--- src/rtl/dma_wr_pkg.sv ---
package dma_wr_pkg;

  typedef enum logic [1:0] {
    REG_ADDR = 2'd0,
    REG_LEN  = 2'd1,
    REG_CTRL = 2'd2,
    REG_STAT = 2'd3
  } reg_sel_e;

  // Length accepted: non-zero, whole words, within the descriptor limit.
  function automatic logic len_ok(input logic [31:0] len, input logic [31:0] max_b);
    return (len != 32'd0) && (len[1:0] == 2'b00) && (len <= max_b);
  endfunction

  // Start address accepted: word-aligned.
  function automatic logic addr_ok(input logic [31:0] a);
    return a[1:0] == 2'b00;
  endfunction

  // Number of 32-bit words in a byte length.
  function automatic logic [31:0] words_of(input logic [31:0] len);
    return len >> 2;
  endfunction

  // Next byte address after one word.
  function automatic logic [31:0] step_addr(input logic [31:0] a, input logic [31:0] bytes);
    return a + bytes;
  endfunction

endpackage

--- src/rtl/dma_wr_regs.sv ---
module dma_wr_regs
  import dma_wr_pkg::*;
#(
  parameter int CFG_W     = 32,
  parameter int MAX_BYTES = 65536,
  parameter int WCNT_W    = 15
) (
  input  logic              clk,
  input  logic              rst_n,
  input  logic [1:0]        cfg_addr,
  input  logic              cfg_write,
  input  logic [CFG_W-1:0]  cfg_wdata,
  output logic [CFG_W-1:0]  cfg_rdata,
  input  logic              busy,
  input  logic              xfer_done,
  output logic              start_evt,
  output logic              reject_evt,
  output logic [CFG_W-1:0]  start_addr,
  output logic [WCNT_W-1:0] start_words,
  output logic              done_q,
  output logic              err_q,
  output logic              irq_en_q,
  output logic              irq
);

  logic [CFG_W-1:0] addr_q;
  logic [CFG_W-1:0] len_q;
  logic             go_wr;
  logic             req_ok;
  logic             stat_wr;

  assign go_wr   = cfg_write && (cfg_addr == REG_CTRL) && cfg_wdata[0];
  assign stat_wr = cfg_write && (cfg_addr == REG_STAT);
  assign req_ok  = len_ok(len_q, 32'(MAX_BYTES)) && addr_ok(addr_q);

  assign start_evt   = go_wr && !busy && req_ok;
  assign reject_evt  = go_wr && !busy && !req_ok;
  assign start_addr  = addr_q;
  assign start_words = WCNT_W'(words_of(len_q));

  always_ff @(posedge clk or negedge rst_n) begin
    if (!rst_n) begin
      addr_q   <= '0;
      len_q    <= '0;
      irq_en_q <= 1'b0;
    end else if (cfg_write) begin
      case (cfg_addr)
        REG_ADDR: addr_q   <= cfg_wdata;
        REG_LEN:  len_q    <= cfg_wdata;
        REG_CTRL: irq_en_q <= cfg_wdata[1];
        default:  ;
      endcase
    end
  end

  always_ff @(posedge clk or negedge rst_n) begin
    if (!rst_n) begin
      done_q <= 1'b0;
    end else if (xfer_done) begin
      done_q <= 1'b1;
    end else if (stat_wr && cfg_wdata[1]) begin
      done_q <= 1'b0;
    end
  end

  always_ff @(posedge clk or negedge rst_n) begin
    if (!rst_n) begin
      err_q <= 1'b0;
    end else if (reject_evt) begin
      err_q <= 1'b1;
    end else if (start_evt || (stat_wr && cfg_wdata[2])) begin
      err_q <= 1'b0;
    end
  end

  assign irq = done_q && irq_en_q;

  always_comb begin
    cfg_rdata = '0;
    case (cfg_addr)
      REG_ADDR: cfg_rdata = addr_q;
      REG_LEN:  cfg_rdata = len_q;
      REG_CTRL: cfg_rdata[1] = irq_en_q;
      default:  cfg_rdata[2:0] = {err_q, done_q, busy};
    endcase
  end

endmodule

--- src/rtl/dma_wr_engine.sv ---
module dma_wr_engine
  import dma_wr_pkg::*;
#(
  parameter int ADDR_W = 32,
  parameter int DATA_W = 32,
  parameter int WCNT_W = 15
) (
  input  logic              clk,
  input  logic              rst_n,
  input  logic              start_evt,
  input  logic [ADDR_W-1:0] start_addr,
  input  logic [WCNT_W-1:0] start_words,
  input  logic [DATA_W-1:0] st_data,
  input  logic              st_valid,
  output logic              st_ready,
  output logic [ADDR_W-1:0] m_addr,
  output logic [DATA_W-1:0] m_wdata,
  output logic [DATA_W/8-1:0] m_be,
  output logic              m_write,
  input  logic              m_wait,
  output logic              busy,
  output logic              xfer_done
);

  localparam int BE_W = DATA_W / 8;

  logic [ADDR_W-1:0] nxt_addr;
  logic [WCNT_W-1:0] left;
  logic              pend;
  logic              accepted;
  logic              take;

  assign accepted  = pend && !m_wait;
  assign st_ready  = busy && (left != '0) && (!pend || !m_wait);
  assign take      = st_valid && st_ready;
  assign xfer_done = busy && accepted && (left == '0);
  assign m_write   = pend;
  assign m_be      = {BE_W{1'b1}};

  always_ff @(posedge clk or negedge rst_n) begin
    if (!rst_n) begin
      busy     <= 1'b0;
      pend     <= 1'b0;
      nxt_addr <= '0;
      left     <= '0;
      m_addr   <= '0;
      m_wdata  <= '0;
    end else if (start_evt) begin
      busy     <= 1'b1;
      pend     <= 1'b0;
      nxt_addr <= start_addr;
      left     <= start_words;
    end else if (busy) begin
      if (take) begin
        pend     <= 1'b1;
        m_addr   <= nxt_addr;
        m_wdata  <= st_data;
        nxt_addr <= ADDR_W'(step_addr(32'(nxt_addr), 32'(BE_W)));
        left     <= left - 1'b1;
      end else if (accepted) begin
        pend <= 1'b0;
      end
      if (xfer_done) begin
        busy <= 1'b0;
      end
    end
  end

endmodule

--- src/rtl/s2m_write_dma.sv ---
module s2m_write_dma #(
  parameter int CFG_W     = 32,
  parameter int DATA_W    = 32,
  parameter int MAX_BYTES = 65536
) (
  input  logic              clk,
  input  logic              rst_n,
  input  logic [1:0]        cfg_addr,
  input  logic              cfg_write,
  input  logic [CFG_W-1:0]  cfg_wdata,
  output logic [CFG_W-1:0]  cfg_rdata,
  output logic              irq,
  input  logic [DATA_W-1:0] st_data,
  input  logic              st_valid,
  output logic              st_ready,
  output logic [CFG_W-1:0]  m_addr,
  output logic [DATA_W-1:0] m_wdata,
  output logic [DATA_W/8-1:0] m_be,
  output logic              m_write,
  input  logic              m_wait
);

  localparam int WORD_B = DATA_W / 8;
  localparam int WCNT_W = $clog2(MAX_BYTES / WORD_B) + 1;

  logic              start_evt;
  logic              reject_evt;
  logic              xfer_done;
  logic              busy;
  logic              done_q;
  logic              err_q;
  logic              irq_en_q;
  logic [CFG_W-1:0]  start_addr;
  logic [WCNT_W-1:0] start_words;

  dma_wr_regs #(
    .CFG_W(CFG_W), .MAX_BYTES(MAX_BYTES), .WCNT_W(WCNT_W)
  ) u_regs (
    .clk(clk), .rst_n(rst_n),
    .cfg_addr(cfg_addr), .cfg_write(cfg_write), .cfg_wdata(cfg_wdata), .cfg_rdata(cfg_rdata),
    .busy(busy), .xfer_done(xfer_done),
    .start_evt(start_evt), .reject_evt(reject_evt),
    .start_addr(start_addr), .start_words(start_words),
    .done_q(done_q), .err_q(err_q), .irq_en_q(irq_en_q), .irq(irq)
  );

  dma_wr_engine #(
    .ADDR_W(CFG_W), .DATA_W(DATA_W), .WCNT_W(WCNT_W)
  ) u_eng (
    .clk(clk), .rst_n(rst_n),
    .start_evt(start_evt), .start_addr(start_addr), .start_words(start_words),
    .st_data(st_data), .st_valid(st_valid), .st_ready(st_ready),
    .m_addr(m_addr), .m_wdata(m_wdata), .m_be(m_be), .m_write(m_write), .m_wait(m_wait),
    .busy(busy), .xfer_done(xfer_done)
  );

endmodule

--- config.mk ---
export PLATFORM = sky130hd
export DESIGN_NAME = s2m_write_dma
export DESIGN_NICKNAME = d
export VERILOG_FILES = /design/src/rtl/dma_wr_pkg.sv /design/src/rtl/dma_wr_regs.sv /design/src/rtl/dma_wr_engine.sv /design/src/rtl/s2m_write_dma.sv
export SDC_FILE = /design/constraint.sdc
export NUM_CORES = 1
export LEC_CHECK = 0
export ABC_AREA = 1
export BUFFER_PORTS_ARGS = -buffer_cell sky130_fd_sc_hd__buf_2
export CAP_MARGIN = 20
export CORE_MARGIN = 8
export CORE_UTILIZATION = 35
export DETAILED_ROUTE_END_ITERATION = 8
export SYNTH_ARGS = -nofsm -noshare
export SYNTH_HDL_FRONTEND = slang
export SYNTH_SLANG_ARGS = --single-unit
export TNS_END_PERCENT = 10
--- constraint.sdc ---
create_clock -name clk -period 2.25 [get_ports clk]
set_input_delay 0.675 -clock clk [delete_from_list [all_inputs] [get_ports clk]]
set_output_delay 0.675 -clock clk [all_outputs]
set_load 0.01 [all_outputs]
==> key figures, run 1 <==
Clock network
  • Clk buf depth: 2
  • Clock root cell: clkbuf_16
  • CTS Hold Bufs: 0
  • TritonCTS clock tree: yes
  • Clock sink total: 180
  • Htree depth: 4
  • TritonCTS Buffers: 17
  • Clk slew on worst S/H paths: 0.07 ns
  • Clock latency at the later pin of the worst-skew pair: 0.43 ns

Synth
  • Post-synthesis cell type count: 28
  • Mapped Cells: 1183
  • Number of flops mapped to enable cells by yosys: 0
  • Ys Warns: 0
  • Mapped cell area: 8970 sq um
  • Sequential-to-total area share from yosys stat: 0.502
  • Avg Cell Area, Syn: 7.58 sq um
  • FFs w/ async S/R, synth: 1.00
  • Synthesized flop and latch total: 180
  • Most used flip-flop cell after synthesis: dfrtp_1

Die
  • IO Pins: 174
  • Row Count: 58
  • Height of the die: 176 microns
  • Die ar.: 31000 sq um
  • Core area: 25200 sq um
  • Die X: 176 microns
  • Starting Density: 0.356

Pwr
  • P_sw: 3500 uW
  • Clk pwr share: 0.304
  • Int Power: 7070 uW
  • Comb pwr share: 0.279
  • Peak VDD IR: 0.494 mV
  • Tot Pwr: 10600 uW
  • Switching share of power: 0.331
  • Reg power frac: 0.417
  • Power per cell area: 948 nW/um^2
  • Leak Pwr: 0.00588 uW

Drt
  • Average routed wire per standard cell: 16.2 microns
  • Post-route DRC: 0
  • Via/cell ratio: 4.87
  • Drt pass-1 iters: 7
  • DR vias: 8268
  • Final ANT Viol Nets: 0
  • Total wire length: 27.5 mm
  • Starting DRC count in detailed routing: 775

Critical path
  • Cells along the critical path: inv_2, ha_4, nand3_4, nor2_4, nand2_2, nand2_4, inv_2, buf_6
  • Critical path launch point: u_eng.left[0]$_DFFE_PN0P_
  • Crit path arrival time: 1.54 ns
  • R2R depth: 10
  • Slowest cell on crit path: dfrtp_1
  • Reg2reg start: u_regs.len_q[11]$_DFFE_PN0P_
  • Slowest stage delay, CP: 0.39 ns
  • WS Path Type: register to output pin
  • CP bufs+invs: 3
  • Top cell family by delay on the critical path: flip-flops
  • Crit. path cell count: 8
  • R2R setup slack: 0.25 ns
  • Startpoint Class: register
  • Reg2reg end: u_eng.nxt_addr[4]$_DFFE_PN0P_
  • Crit path capture: st_ready
  • Most used cell, CP: inv_2
  • Worst path required time: 1.57 ns
  • Worst setup EP type: output pin
  • Crit-path max FO: 2

Global route
  • Overall routing resource usage: 0.177
  • Global-route wire length before repair: 44.1 mm
  • Largest net degree at the start of global routing: 65
  • Initial antenna violation count: 0
  • Vias in the first global route: 7909
  • Gr ovfl total: 0

Cells and area
  • Final cell count without fillers: 1697
  • Area Overhead vs Synth: 24.4%
  • Nets: 1429
  • Diode count: 0
  • Fraction of layout cells with a size suffix above 1: 0.195
  • Final core utilization: 0.443
  • Final Cell Area: 11200 sq um

Placement
  • I/O Buffers: 169
  • Placed cells: 1650
  • DP HPWL: 20.2 mm
  • RD Place Congestion: 0.886
  • Placed Area: 10300 sq um

Flow run
  • Number of max-cap violations: 0

Timing
  • Worst slew pin tran: 0.582 ns
  • Worst Clk Skew: 0.00874 ns
  • Finish-stage setup viols: 0
  • Slew headroom: 0.612
  • Count of final hold-check violations: 0
  • Slew Viols, Final: 0
  • Fmax: 452 MHz
  • Final worst-path cycle share: 0.984
  • Min Tclk post-route: 2.21 ns
  • Unrepaired setup endpoints after global routing: true

Run status
  • Status: finished, final reports clean

Worst hold path
  • Worst Hold Class: input pin to asynchronous set/reset pin
## area by class of cell
type / count / area, sq um
fill: 2540 / 14000
timing repair buffer: 206 / 1330
clock buffer: 20 / 457
sequential: 180 / 4510
clock inverter: 11 / 175
timing repair inverter: 1 / 7.51
inverter: 93 / 358
multi-input combinational: 856 / 3900
tap: 330 / 413
## what timing repair did
| action | in CTS | in global routing |
|---|---|---|
| gates cloned | 0 | 1 |
| buffers inserted | 6 | 9 |
| hold endpoints to repair | 0 | 0 |
| pin swaps | 2 | 9 |
| gates resized for setup | 11 | 32 |
| setup endpoints to repair | 12 | 22 |
## cells in the mapped netlist (5+ instances only)
master	instances	area, sq um
buf_4	9	67.6
dfrtp_1	180	4500
o21ai_0	101	505
nand3_1	160	801
inv_1	92	345
buf_1	5	18.8
clkbuf_1	21	78.8
xor2_1	17	149
nor2_1	112	420
nand4_1	5	31.3
buf_2	18	90.1
a22o_1	13	114
nand2_1	416	1560
## per-stage QoR
| step | hold WS (ns) | setup WS [ns] | setup TNS, ns |
|---|---|---|---|
| after floorplan | 0.379 | 0.147 | 0 |
| after global placement | 0.450 | 0.00771 | 0 |
| after detailed placement | 0.453 | -0.0146 | -0.0698 |
| after CTS | 0.154 | -0.0171 | -0.0171 |
| after global routing | 0.171 | -0.0317 | -0.0888 |
| final | 0.146 | 0.0363 | 0 |
## layer usage
layer  track usage  vias up  wire length (microns)
met4        0.0396        0                    295
met5             0        -                      0
met1         0.255     3914                  13100
met2         0.273      229                  12800
li1              -     4107                      -
met3        0.0327       18                   1310
## power groups by stage
stage	clock network [uW]	registers (uW)	logic [uW]
6_report	3210	4410	2950
5_1_grt	3410	4480	3330
4_1_cts	3270	4390	2700
3_5_place_dp	0	4430	2500
3_3_place_gp	0	4430	2480
2_1_floorplan	0	4400	1510
## sequential cells by signal, summed over array words and instances (netlist names)
signal             cells
u_eng.busy             1
u_eng.left            15
u_eng.m_addr          32
u_eng.m_wdata         32
u_eng.m_write          1
u_eng.nxt_addr        32
u_regs.done_q          1
u_regs.err_q           1
u_regs.irq_en_q        1
u_regs.len_q          32
u_regs.start_addr     32
## worst reg2reg max path, cell delays in order (launching register included)
cell	delay [ns]
dfrtp_1	0.44
nor2_1	0.13
nand2_1	0.08
nor2_1	0.24
nand2_1	0.11
inv_1	0.07
nand2_1	0.06
nand2_2	0.27
buf_12	0.22
nand3_1	0.18
nand3_1	0.13
## cells by family (layout without fill, tap and decap cells)
| logic type | count (synthesis) | after routing | synth area share |
|---|---|---|---|
| and+or+nand+nor | 708 | 708 | 0.326 |
| DFF | 180 | 180 | 0.502 |
| buffers and inverters | 150 | 331 | 0.0727 |
| AOI/OAI and AO/OA | 120 | 120 | 0.0735 |
| xor gates and xnor gates | 21 | 21 | 0.0205 |
| adders and majority gates | 3 | 3 | 0.00419 |
| other | 1 | 4 | 0.000418 |
## layout by cell type (no fill, tap or decap), types with 5 or more instances in the layout
| cell | netlist | routed |
|---|---|---|
| buf_2 | 18 | 166 |
| nand4_1 | 5 | 5 |
| clkbuf_16 | 0 | 17 |
| nor2_4 | 0 | 5 |
| xor2_1 | 17 | 17 |
| buf_12 | 0 | 15 |
| inv_1 | 92 | 87 |
| dfrtp_1 | 180 | 177 |
| a22o_1 | 13 | 13 |
| buf_4 | 9 | 21 |
| nand2_1 | 416 | 415 |
| nand3_1 | 160 | 159 |
| o21ai_0 | 101 | 90 |
| nor2_2 | 4 | 6 |
| nor2_1 | 112 | 105 |
| o21ai_1 | 0 | 9 |
## worst min path at each step
stage                                   from                       endpoint  slack, ns  cells past startpoint
6_report                               rst_n   u_eng.m_wdata[8]$_DFFE_PN0P_       0.15                      1
5_1_grt                                rst_n  u_eng.m_wdata[31]$_DFFE_PN0P_       0.17                      1
4_1_cts                                rst_n   u_eng.m_wdata[8]$_DFFE_PN0P_       0.15                      1
3_5_place_dp   u_eng.m_wdata[25]$_DFFE_PN0P_  u_eng.m_wdata[25]$_DFFE_PN0P_       0.45                      2
3_3_place_gp   u_eng.m_wdata[21]$_DFFE_PN0P_  u_eng.m_wdata[21]$_DFFE_PN0P_       0.45                      2
2_1_floorplan                          rst_n           u_eng.busy$_DFF_PN0_       0.38                      0
Power figures use the tool's default switching activity.
==> run 2: changes to the inputs <==
Clock period 2.25 ns to 2.2 ns, I/O delays scaled along.
==> run 2 against run 1 <==
  * The run now ends with negative setup slack left
  * Non-clock buffer count grew 8
  * Die area stayed put
  * Cell count increased by 0.53%
  * Via count increased by 0.94%
  * Sequential power is 2% higher
  * First-iteration DRC count fell by 33%
  * Wire length decreased by 0.71%
  * Sequential cell count unchanged
  * Worst setup slack got worse by 0.036 ns
  * Clock power shrank 9.3%
  * Total power fell by 1.7%
  * Critical endpoint unchanged
  * Largest power group unchanged
==> key figures, run 2 (synthesized netlist as in run 1, its figures left out) <==
Timing
  • Final worst-path cycle share: 1.00
  • Count of final hold-check violations: 0
  • Fmax: 455 MHz
  • Worst slew pin tran: 0.570 ns
  • Min setup slack post-route: -0.000123 ns
  • Worst Clk Skew: 0.0135 ns
  • Unrepaired setup endpoints after global routing: true
  • Slew Viols, Final: 0
  • Finish-stage setup viols: 1
  • Min Tclk post-route: 2.20 ns
  • Slew headroom: 0.620

Drt
  • Total wire length: 27.3 mm
  • Final ANT Viol Nets: 0
  • Starting DRC count in detailed routing: 517
  • Post-route DRC: 0
  • Average routed wire per standard cell: 16.0 microns
  • Via/cell ratio: 4.89
  • Drt pass-1 iters: 5
  • DR vias: 8346

Cells and area
  • Commonest non-fill, non-tap cell in the layout: nand2_1
  • Final Cell Area: 11200 sq um
  • Area Overhead vs Synth: 24.6%
  • Most frequent cells in the layout: 415 x nand2_1, 175 x dfrtp_1, 165 x buf_2
  • Fraction of layout cells with a size suffix above 1: 0.203
  • Nets: 1437
  • Diode count: 0

Placement
  • I/O Buffers: 169
  • Placed Area: 10300 sq um
  • DP HPWL: 20.3 mm
  • Pre-CTS WS: -0.0592 ns
  • RD Place Congestion: 0.904

Critical path
  • R2R depth: 12
  • Crit-path max FO: 2
  • Worst path required time: 1.54 ns
  • Startpoint Class: register
  • Worst setup EP type: output pin
  • WS Path Type: register to output pin
  • Reg2reg start: u_eng.left[1]$_DFFE_PN0P_
  • Reg2reg end: u_eng.nxt_addr[18]$_DFFE_PN0P_
  • Crit path arrival time: 1.54 ns
  • R2R setup slack: 0.17 ns

Die
  • Die X: 176 microns
  • IO Pins: 174
  • Row Count: 58
  • Core area: 25200 sq um
  • Starting Density: 0.356
  • Die ar.: 31000 sq um
  • Height of the die: 176 microns

Clock network
  • TritonCTS Buffers: 17
  • Clock root cell: clkbuf_16
  • Htree depth: 4
  • Clk buf depth: 2
  • Clock latency at the later pin of the worst-skew pair: 0.43 ns
  • TritonCTS clock tree: yes
  • Clk slew on worst S/H paths: 0.08 ns
  • Clock sink total: 180

Flow run
  • Number of max-cap violations: 0

Global route
  • Overall routing resource usage: 0.176
  • Largest net degree at the start of global routing: 65
  • Gr ovfl total: 0
  • Global-route wire length before repair: 44.2 mm
  • Initial antenna violation count: 0
  • Vias in the first global route: 8045

Run status
  • Failing checks: negative setup slack
  • Status: complete, but fails checks

Pwr
  • Leak Pwr: 0.00590 uW
  • Power per cell area: 931 nW/um^2
  • Peak VDD IR: 0.427 mV

Worst hold path
  • Worst Hold Class: input pin to asynchronous set/reset pin
run 2: final cells by class:
type | instances | area [sq um]
Fill cell | 2566 | 14000
Sequential cell | 180 | 4510
Multi-Input combinational cell | 856 | 3910
Timing Repair Buffer | 214 | 1410
Clock buffer | 17 | 425
Tap cell | 330 | 413
Inverter | 93 | 360
Clock inverter | 15 | 138
Timing Repair inverter | 1 | 7.51
run 2: metal layers:
layer / global-route usage / routed length, microns
met2: 0.273 / 12800
met4: 0.0293 / 199
met1: 0.252 / 12800
met3: 0.0387 / 1550
met5: 0 / 0
run 2: power breakdown:
part / total (uW) / internal (uW) / switching, uW
clock: 2910 / 1500 / 1420
sequential: 4480 / 3920 / 558
combinational: 3000 / 1310 / 1690
run 2: how the worst max path moves through the flow:
stage | cells past startpoint | startpoint | end | slack (ns)
finish | 8 | u_eng.left[1]$_DFFE_PN0P_ | st_ready | -0.0001
global route | 8 | u_eng.left[1]$_DFFE_PN0P_ | st_ready | -0.06
CTS | 8 | u_eng.left[1]$_DFFE_PN0P_ | st_ready | -0.03
detailed placement | 7 | cfg_addr[0] | cfg_rdata[23] | -0.06
global placement | 7 | cfg_addr[0] | cfg_rdata[19] | 0.003
floorplan | 5 | cfg_addr[0] | cfg_rdata[16] | 0.13
run 2: critical path, stage by stage (launching register included):
cell and delay [ns]:
dfrtp_1 0.40, inv_2 0.09, ha_4 0.15, nand3_4 0.07, nor2_4 0.11, nand2_2 0.08, nand2_4 0.07, inv_2 0.03
buf_6 0.11
run 2: metrics by stage:
| step | power, uW | hold slack, ns | utilization | std cells | setup TNS, ns |
|---|---|---|---|---|---|
| floorplan | 6050 | 0.364 | - | 1186 | 0 |
| global placement | 7050 | 0.448 | 0.411 | 1657 | 0 |
| detailed placement | 7080 | 0.453 | 0.411 | 1657 | -0.297 |
| CTS | 10200 | 0.194 | 0.438 | 1697 | -0.115 |
| global route | 11000 | 0.194 | 0.444 | 1706 | -0.205 |
| finish | 10400 | 0.174 | 0.444 | 1706 | -0.000123 |
run 2: timing repair:
action,4_1_cts,5_1_grt
resized for setup,21,32
cloned,1,0
endpoints found under the setup margin,12,30
pin swaps,3,8
hold buffers,0,0
setup buffers,7,9
==> run 3: changes to the inputs <==
Settings changed: CORE_UTILIZATION 35 to 33, SYNTH_HIERARCHICAL set to 1.
==> run 3 against run 2 <==
  * The flow still finishes with violations (negative setup slack)
  * Global-route usage is 1.2 points lower
  * Area after synthesis is 4.9% higher
  * Hold slack better by 0.034 ns
  * First-iteration DRC count is 21% higher
  * Combinational power is 33% higher
  * Largest power group unchanged
  * Maximum frequency is 5.1% lower
  * Final area is 4.4% higher
  * Clock skew hardly changed
  * Die area is 10% higher
==> key figures, run 3 <==
Critical path
  • Worst path required time: 1.54 ns
  • WS Path Type: register to output pin
  • Worst setup EP type: output pin
  • Crit-path max FO: 2
  • Reg2reg start: u_regs/len_q[17]$_DFFE_PN0P_
  • Reg2reg end: u_eng/nxt_addr[26]$_DFFE_PN0P_
  • Crit path arrival time: 1.66 ns
  • R2R setup slack: 0.19 ns
  • Cells along the critical path: inv_2, ha_4, nand3_4, nor2_8, nand3_4, nand2_2, inv_2, buf_6
  • R2R depth: 14
  • Slowest cell on crit path: dfrtp_1
  • Startpoint Class: register
  • Slowest stage delay, CP: 0.42 ns

Timing
  • Count of final hold-check violations: 0
  • Final worst-path cycle share: 1.05
  • Worst slew pin tran: 0.622 ns
  • Min setup slack post-route: -0.118 ns
  • Fmax: 431 MHz
  • Slew headroom: 0.585
  • Unrepaired setup endpoints after global routing: true
  • Finish-stage setup viols: 3
  • Min Tclk post-route: 2.32 ns
  • Worst Clk Skew: 0.0134 ns
  • Hold slack: 0.208 ns
  • Slew Viols, Final: 0

Cells and area
  • Fill cells: 2946
  • Diode count: 0
  • Most frequent cells in the layout: 536 x nand2_1, 180 x dfrtp_1, 161 x buf_2
  • Commonest non-fill, non-tap cell in the layout: nand2_1
  • Area Overhead vs Synth: 24.1%
  • Final core utilization: 0.418
  • Nets: 1521
  • Fraction of layout cells with a size suffix above 1: 0.242

Run status
  • Failing checks: negative setup slack
  • Status: complete, but fails checks

Drt
  • Starting DRC count in detailed routing: 628
  • Average routed wire per standard cell: 15.4 microns
  • Drt pass-1 iters: 5
  • Via/cell ratio: 4.63
  • Total wire length: 28.3 mm
  • Post-route DRC: 0
  • Final ANT Viol Nets: 0
  • DR vias: 8511

Synth
  • Mapped Cells: 1262
  • Ys Warns: 6
  • Mapped cell area: 9400 sq um
  • Avg Cell Area, Syn: 7.45 sq um

Die
  • Core area: 27900 sq um
  • Starting Density: 0.337
  • Height of the die: 185 microns
  • Die ar.: 34100 sq um
  • Row Count: 61
  • IO Pins: 174
  • Die X: 185 microns

Clock network
  • Clock root cell: clkbuf_16
  • Clk slew on worst S/H paths: 0.07 ns
  • Clock latency at the later pin of the worst-skew pair: 0.43 ns
  • TritonCTS clock tree: yes
  • Clk buf depth: 2
  • Clock sink total: 180
  • Htree depth: 4
  • TritonCTS Buffers: 17

Global route
  • Overall routing resource usage: 0.164
  • Gr ovfl total: 0
  • Largest net degree at the start of global routing: 110
  • Vias in the first global route: 8217
  • Global-route wire length before repair: 44.6 mm
  • Initial antenna violation count: 0

Placement
  • RD Place Congestion: 0.900
  • DP HPWL: 21.3 mm
  • I/O Buffers: 169

Pwr
  • Peak VDD IR: 0.452 mV
  • Power per cell area: 996 nW/um^2
  • Leak Pwr: 0.00604 uW

Flow run
  • Number of max-cap violations: 0

Worst hold path
  • Worst Hold Class: input pin to asynchronous set/reset pin
-- run 3: per-stage QoR --
step / power (uW) / setup TNS (ns) / instance area (sq um) / cells / setup slack, ns
2_1_floorplan: 7170 / 0 / 9410 / 1265 / 0.0724
3_3_place_gp: 8610 / -11.90 / 10800 / 1800 / -0.200
3_5_place_dp: 8680 / -13.99 / 10800 / 1800 / -0.229
4_1_cts: 11600 / -0.355 / 11400 / 1834 / -0.155
5_1_grt: 12500 / -0.404 / 11700 / 1838 / -0.207
6_report: 11600 / -0.127 / 11700 / 1838 / -0.118
-- run 3: worst max-delay path, delay by kind of cell (launching register included) --
kind | cells | cell delay (ns)
adders and majority gates | 1 | 0.16
buffers and inverters | 3 | 0.26
DFF | 1 | 0.42
and+or+nand+nor | 4 | 0.38
-- run 3: worst max path at each step --
stage	slack, ns	depth (start not counted)	from	end
after floorplan	0.07	10	cfg_addr[0]	u_eng/nxt_addr[25]$_DFFE_PN0P_
after global placement	-0.20	7	cfg_addr[0]	cfg_rdata[4]
after detailed placement	-0.23	7	cfg_addr[0]	cfg_rdata[4]
after CTS	-0.15	8	u_eng/left[0]$_DFFE_PN0P_	st_ready
after global routing	-0.21	8	u_eng/left[0]$_DFFE_PN0P_	st_ready
final	-0.12	8	u_eng/left[0]$_DFFE_PN0P_	st_ready
-- run 3: final cells by class --
cell class / count / area (sq um) / area share
clock buffers: 20 / 447 / 0.0383
well taps: 378 / 473 / 0.0405
repair buffers: 232 / 1580 / 0.135
clock inverters: 11 / 78.8 / 0.00676
multi-input cells: 904 / 4160 / 0.356
flip-flops and latches: 180 / 4500 / 0.386
inverters: 113 / 430 / 0.0369
-- run 3: timing repair --
action / CTS / global route
hold buffers: 0 / 0
gates resized for setup: 22 / 45
setup buffers: 3 / 3
pin swaps: 3 / 7
setup endpoints to repair: 29 / 137
gates cloned: 0 / 2
-- run 3: report_power, final --
part / internal, uW / total, uW / switching, uW / leakage (uW)
sequential: 4140 / 4830 / 684 / 0.00232
clock: 1470 / 2800 / 1330 / 0.000245
combinational: 1620 / 3990 / 2370 / 0.00348
-- run 3: per-layer routing --
layer	up-vias	share of wire	global-route usage
met2	222	0.45	0.248
met4	0	0.017	0.0477
met1	3979	0.49	0.236
met3	27	0.050	0.0290
li1	4283	-	-
met5	-	0	0
